`config.mk`:
```
export PLATFORM = sky130hd
export DESIGN_NAME = smmul_top
export DESIGN_NICKNAME = d
export VERILOG_FILES = /design/src/rtl/smmul_pkg.sv /design/src/rtl/smmul_ctrl.sv /design/src/rtl/smmul_dpath.sv /design/src/rtl/smmul_top.sv
export SDC_FILE = /design/constraint.sdc
export NUM_CORES = 1
export LEC_CHECK = 0
export BUFFER_PORTS_ARGS = -buffer_cell sky130_fd_sc_hd__buf_2
export CAP_MARGIN = 0
export CORE_UTILIZATION = 58
export CTS_CLUSTER_SIZE = 10
export DETAILED_ROUTE_END_ITERATION = 7
export PLACE_DENSITY = 0.86
export SYNTH_ARGS = -nofsm -noshare
export SYNTH_HDL_FRONTEND = slang
export SYNTH_HIERARCHICAL = 1
export SYNTH_SLANG_ARGS = --single-unit
```
`constraint.sdc`:
```
create_clock -name clk -period 3.7 [get_ports clk]
set_input_delay 0.74 -clock clk [delete_from_list [all_inputs] [get_ports clk]]
set_output_delay 0.74 -clock clk [all_outputs]
set_load 0.02 [all_outputs]
```
`src/rtl/smmul_pkg.sv`:
```
package smmul_pkg;

  typedef enum logic [1:0] {
    ST_IDLE = 2'd0,
    ST_RUN  = 2'd1,
    ST_FIN  = 2'd2
  } smmulState_t;

  // strobes from control to datapath
  typedef struct packed {
    logic load;   // capture operands (or zero result)
    logic step;   // one conditional add plus right shift
  } smmulCtl_t;

endpackage

```
`src/rtl/smmul_ctrl.sv`:
```
module smmul_ctrl
  import smmul_pkg::*;
#(
  parameter int MAG_W = 8
) (
  input  logic      clk,
  input  logic      rstN,
  input  logic      start,
  input  logic      opZero,
  output smmulCtl_t ctl,
  output logic      ready,
  output logic      done
);

  localparam int CNT_W = $clog2(MAG_W + 1);
  localparam logic [CNT_W-1:0] STEPS = CNT_W'(MAG_W);

  smmulState_t stateQ, stateD;
  logic [CNT_W-1:0] cntQ, cntD;

  always_comb begin
    stateD   = stateQ;
    cntD     = cntQ;
    ctl.load = 1'b0;
    ctl.step = 1'b0;
    unique case (stateQ)
      ST_IDLE: begin
        if (start) begin
          ctl.load = 1'b1;
          cntD     = STEPS;
          stateD   = opZero ? ST_FIN : ST_RUN;
        end
      end
      ST_RUN: begin
        ctl.step = 1'b1;
        cntD     = cntQ - 1'b1;
        if (cntQ == CNT_W'(1)) stateD = ST_FIN;
      end
      ST_FIN:  stateD = ST_IDLE;
      default: stateD = ST_IDLE;
    endcase
  end

  always_ff @(posedge clk) begin
    if (!rstN) begin
      stateQ <= ST_IDLE;
      cntQ   <= '0;
    end else begin
      stateQ <= stateD;
      cntQ   <= cntD;
    end
  end

  assign ready = (stateQ == ST_IDLE);
  assign done  = (stateQ == ST_FIN);

endmodule

```
`src/rtl/smmul_dpath.sv`:
```
module smmul_dpath
  import smmul_pkg::*;
#(
  parameter int MAG_W = 8
) (
  input  logic               clk,
  input  logic               rstN,
  input  smmulCtl_t          ctl,
  input  logic               aSign,
  input  logic [MAG_W-1:0]   aMag,
  input  logic               bSign,
  input  logic [MAG_W-1:0]   bMag,
  output logic               opZero,
  output logic               prodSign,
  output logic [2*MAG_W-1:0] prodMag
);

  logic [MAG_W-1:0] mcandQ;   // multiplicand
  logic [MAG_W-1:0] mplrQ;    // multiplier, becomes low half
  logic [MAG_W-1:0] accQ;     // accumulator, becomes high half
  logic             signQ;

  logic [MAG_W-1:0] addend;
  logic [MAG_W:0]   sumCarry; // {carry, accumulator} after the add

  assign opZero   = (aMag == '0) || (bMag == '0);
  assign addend   = mplrQ[0] ? mcandQ : '0;
  assign sumCarry = {1'b0, accQ} + {1'b0, addend};

  always_ff @(posedge clk) begin
    if (!rstN) begin
      mcandQ <= '0;
      mplrQ  <= '0;
      accQ   <= '0;
      signQ  <= 1'b0;
    end else if (ctl.load) begin
      accQ   <= '0;
      mcandQ <= aMag;
      mplrQ  <= opZero ? '0 : bMag;
      signQ  <= opZero ? 1'b0 : (aSign ^ bSign);
    end else if (ctl.step) begin
      // right shift of carry:acc:mplr, carry cleared afterwards
      accQ  <= sumCarry[MAG_W:1];
      mplrQ <= {sumCarry[0], mplrQ[MAG_W-1:1]};
    end
  end

  assign prodSign = signQ;
  assign prodMag  = {accQ, mplrQ};

endmodule

```
`src/rtl/smmul_top.sv`:
```
module smmul_top
  import smmul_pkg::*;
#(
  parameter int MAG_W = 8
) (
  input  logic               clk,
  input  logic               rstN,
  input  logic               start,
  input  logic               aSign,
  input  logic [MAG_W-1:0]   aMag,
  input  logic               bSign,
  input  logic [MAG_W-1:0]   bMag,
  output logic               ready,
  output logic               done,
  output logic               prodSign,
  output logic [2*MAG_W-1:0] prodMag
);

  smmulCtl_t ctl;
  logic      opZero;

  smmul_ctrl #(.MAG_W(MAG_W)) ctrl_i (
    .clk(clk), .rstN(rstN), .start(start), .opZero(opZero),
    .ctl(ctl), .ready(ready), .done(done)
  );

  smmul_dpath #(.MAG_W(MAG_W)) dpath_i (
    .clk(clk), .rstN(rstN), .ctl(ctl),
    .aSign(aSign), .aMag(aMag), .bSign(bSign), .bMag(bMag),
    .opZero(opZero), .prodSign(prodSign), .prodMag(prodMag)
  );

endmodule

```
Word level (Yosys, flattened, before mapping) --
Index checks and enable logic that the tools add are counted.
Storage, ports and cells: latch bits 0, bits in registers 31, word-level logic and storage cells 38, bits in writable memories 0, memories kept 0, ROM bits 0
Operators by class: shifts and indexed selects 0, reductions and logical operators 9, magnitude comparators 0, equality and inequality tests 5, $mul 0, add/sub/neg operators 2, muxes and demuxes 14, divide/modulo/power cells 0, bitwise logic cells 2
Operators by type and width (count):
- two-way mux 8 bit | 4
- zero test 8 bit | 2
- adder 8 x 8 -> 9 bit | 1
- case mux 4 bit (2 select lines) | 1
- two-way mux 2 bit | 3
- == test 4 x 1 -> 1 bit, second input constant | 1
- two-way mux 1 bit | 4
- two-way mux 4 bit | 1
- case mux 2 bit (2 select lines) | 1
- AND reduction 2 bit | 2
- nonzero test 2 bit | 2
- subtractor 4 x 1 -> 4 bit, second input constant | 1
- == test 2 x 1 -> 1 bit, second input constant | 1
- == test 2 bit, second input constant | 1
- zero test 2 bit | 1
- != test 2 x 1 -> 1 bit, second input constant | 1
- != test 2 bit, second input constant | 1
- OR reduction 2 bit | 1
- logical OR 1 bit | 1
- inverter 1 bit | 1
- XOR 1 bit | 1

Longest topological paths before layout --
depth after elaboration 5, depth in mapped cells 9

By module --
The synthesis kept the hierarchy.
By module, submodules not included:
- smmul_dpath | cells each 163, instances 1, area each 1451.4 µm²
- smmul_ctrl | cells each 38, instances 1, area each 366.6 µm²

Least setup slack after synthesis --
No wires, ideal clock.
path type register to register, from register dpath_i.mplrQ[0], to register dpath_i.accQ[5], arrival 1.940 ns, period minus slack after synthesis 2.056 ns, required time 3.584 ns, buffers on the path 0, stages on the path, launching flop included 8, path slack 1.644 ns, path through dfxtp_1 -> and2_1 -> ha_1 -> fa_1 -> a211o_2 -> a21oi_1 -> o21ai_0 -> a41o_1
Between the ends: word-level cells in the longest chain between the ends 2
Ends and longest elaborated chain:
- start, declared | RTL line smmul_dpath.sv:19 | logic [MAG_W-1:0] mplrQ;
- start signal, assigned | RTL line smmul_dpath.sv:39 | mplrQ <= opZero ? '0 : bMag;
- start signal, assigned | RTL line smmul_dpath.sv:44 | mplrQ <= {sumCarry[0], mplrQ[MAG_W-1:1]};
- two-way mux 8 bit | RTL line smmul_dpath.sv:27 | assign addend = mplrQ[0] ? mcandQ : '0;
- adder 8 x 8 -> 9 bit | RTL line smmul_dpath.sv:28 | assign sumCarry = {1'b0, accQ} + {1'b0, addend};
- end signal, assigned | RTL line smmul_dpath.sv:43 | accQ <= sumCarry[MAG_W:1];
- end, declared | RTL line smmul_dpath.sv:20 | logic [MAG_W-1:0] accQ;
Every way passes these cells. A chain may end at the register's enable or synchronous reset.

Final worst setup path --
Same ends and word-level chain as after synthesis.

==> run summary <==
Critical path peak fanout -> 10
Max Cap Violations -> 0
Met3 WL -> 195 microns
Most instantiated cells after synthesis -> dfxtp_1 (31), nor2_1 (21), nor2b_1 (19), mux2i_1 (18)
First-pass GRT wire length -> 6380 microns
Min cycle time layout -> 2.15 ns
CTS Root Buffer Type -> clkbuf_4
Filler cells -> 231
Flip-flop and latch area -> 621 sq um
Period utilization -> 58.2%
Height of the die -> 58.0 microns
Area Overhead vs Synth -> 14.9%
Top post-synthesis cells by area -> dfxtp_1 (34%), mux2i_1 (9.9%), ha_1 (6.9%)
Die area -> 3360 sq um
Post-DP HPWL -> 2850 microns
N_diodes -> 0
Slew margin rel. -> 43.7%
Overall routing resource usage -> 25.2%
Mapped Area -> 1820 sq um
Layout cells sized above 1 -> 24.5%
Status -> complete, but fails checks
Clk buf depth -> 2
Port bufs -> 39
NumNets Final -> 272
RSZ-0062 raised after global routing -> false
Final Core Density -> 73.2%
Via density -> 5.88
YS warnings -> 6
Max Slew Vio Count -> 0
CP top delay family -> compound AO/OA/AOI/OAI gates
Uppermost layer routed -> met4
Critical Path Start Type -> flop
Synth area leader -> dfxtp_1
Post-route ant nets -> 0
Worst VDD drop -> 286 uV
Cts bufs inserted -> 5
Met1 Wirelength -> 1800 microns
Worst Path Buf+Inv -> 0
Clk sinks -> 31
CP max-delay cell -> fa_1
# rows -> 19
# setup viols final -> 0
Die Span X -> 58.0 microns
Synth cell types -> 47
Drt pass-1 iters -> 6
Top-count cell post-synth -> dfxtp_1
Max Clk Rate -> 464 MHz
Clock Skew -> 0.00988 ns
Register area share after synthesis -> 34.1%
Initial Utilization -> 63.7%
FFs w/ async S/R, synth -> 0%
WP data required -> 3.95 ns
Largest net degree at the start of global routing -> 22
Initial DRC count -> 56
Number of synthesized flops with an enable pin -> 0
Failing checks -> DRC
Slew @ Worst Pin -> 0.844 ns
Final TNS setup -> 0 ns
Skew-Pair Late Insertion Delay -> 0.36 ns
CP Cell Sequence -> and2_1, ha_1, fa_1, a211o_2, a21oi_1, o21ai_0, a41o_1
WL met2 -> 1780 microns
Kind of end point of the critical path -> flop
Worst stage delay on the critical path -> 0.44 ns
Most common flop cell mapped by yosys -> dfxtp_1
CTS tree -> yes
FF+latch count, synth -> 31
Post-route DRC -> 2
Crit Path Category -> flop to flop
Total gr overflow -> 0
CTS clk-pin slew, worst paths -> 0.11 ns
PD cells -> 380 nW/um^2
WL per Instance -> 14.2 microns
H-tree depth -> 2
Class of the worst hold path -> flop to flop
Final instance area -> 2090 sq um
Post-cts resize count -> 0
Cell count after synthesis -> 201
DRT Wirelength -> 3860 microns
Antenna violations before repair -> 0
Gpl congestion -> 0.813
Yosys top cell area share -> 34.1%
Vias -> 1598
Syn Area/Cell -> 9.04 sq um
Hold_buf cts -> 0
Core area -> 2850 sq um
Area occupied by multi-input gates -> 1120 sq um
IO Pins -> 40
Post-Syn Nets -> 233
Vias in the first global route -> 1460
Hold slack -> 0.490 ns
CP arrival -> 2.41 ns
Final hold violation count -> 0
Setup bufs post-CTS -> 0
Pleak -> 0.962 nW
Post-Place Cell Area -> 2020 sq um
cell families after synthesis:
logic type               Yosys count  synth area share [%]
adder cells (fa/ha/maj)           11                  7.98
flip-flops                        31                  34.1
AND/OR/NAND/NOR                   82                  25.2
XOR/XNOR                           2                 0.964
buffers and inverters             16                  4.33
AO/OA/AOI/OAI                     41                  17.5
multiplexers                      18                  9.91
layout make-up:
type	count	area share, %
Clock inverter	1	0.359
Sequential cell	31	29.7
Timing Repair Buffer	40	9.70
Clock buffer	7	3.11
Inverter	8	1.44
Multi-Input combinational cell	154	53.8
Tap cell	31	1.86
report_power, final:
part | leakage, nW | switching (W) | internal (W)
logic | 0.670 | 0.0000959 | 0.0000761
clock network | 0.0375 | 0.000129 | 0.000111
registers | 0.254 | 0.0000253 | 0.000358
worst reg2reg max path, cell delays in order, from the launching register on:
cell	delay (ns)
dfxtp_1	0.39
and2_1	0.17
ha_1	0.23
fa_1	0.44
a211o_2	0.36
a21oi_1	0.15
o21ai_0	0.09
a41o_1	0.24
through the flow:
stage	setup WS, ns	total power, W	instances
floorplan	1.64	0.000516	201
global placement	1.52	0.000555	264
detailed placement	1.48	0.000561	264
CTS	1.54	0.000800	272
global route	1.40	0.000833	272
finish	1.55	0.000794	272
registers in the layout, indices dropped and copies added, names as in the netlist:
signal	cells
dpath_i/accQ	8
dpath_i/mcandQ	8
ctrl_i/cntQ	4
dpath_i/mplrQ	8
dpath_i/prodSign	1
ctrl_i/stateQ	2
path summary, 6_finish.rpt:
path | from | to | slack (ns) | cells after the start
worst min-delay path | dpath_i/prodSign | dpath_i/prodSign | 0.49 | 2
worst min register to register | dpath_i/prodSign | dpath_i/prodSign | 0.49 | 2
worst max-delay path | dpath_i/mplrQ[0] | dpath_i/accQ[5] | 1.55 | 7
worst max register to register | dpath_i/mplrQ[0] | dpath_i/accQ[5] | 1.55 | 7
routing by layer:
layer / GRT usage [%] / vias up
met5: 0 / -
met4: 12.9 / 0
met3: 6.70 / 9
met2: 40.4 / 47
met1: 31.0 / 740
li1: - / 802
cell usage in the layout, fill, tap and decap left out, types with 5 or more instances in the layout:
cell type	Yosys	layout
mux2i_1	18	18
nand2_1	7	7
a31oi_1	10	10
nor2_1	21	21
and2_1	9	9
nor4_1	6	6
nand3_1	5	5
ha_1	10	10
dfxtp_1	31	31
buf_2	3	39
clkbuf_4	0	5
inv_1	7	7
nor2b_1	19	19
No activity file was read; power rests on OpenSTA's default activity.
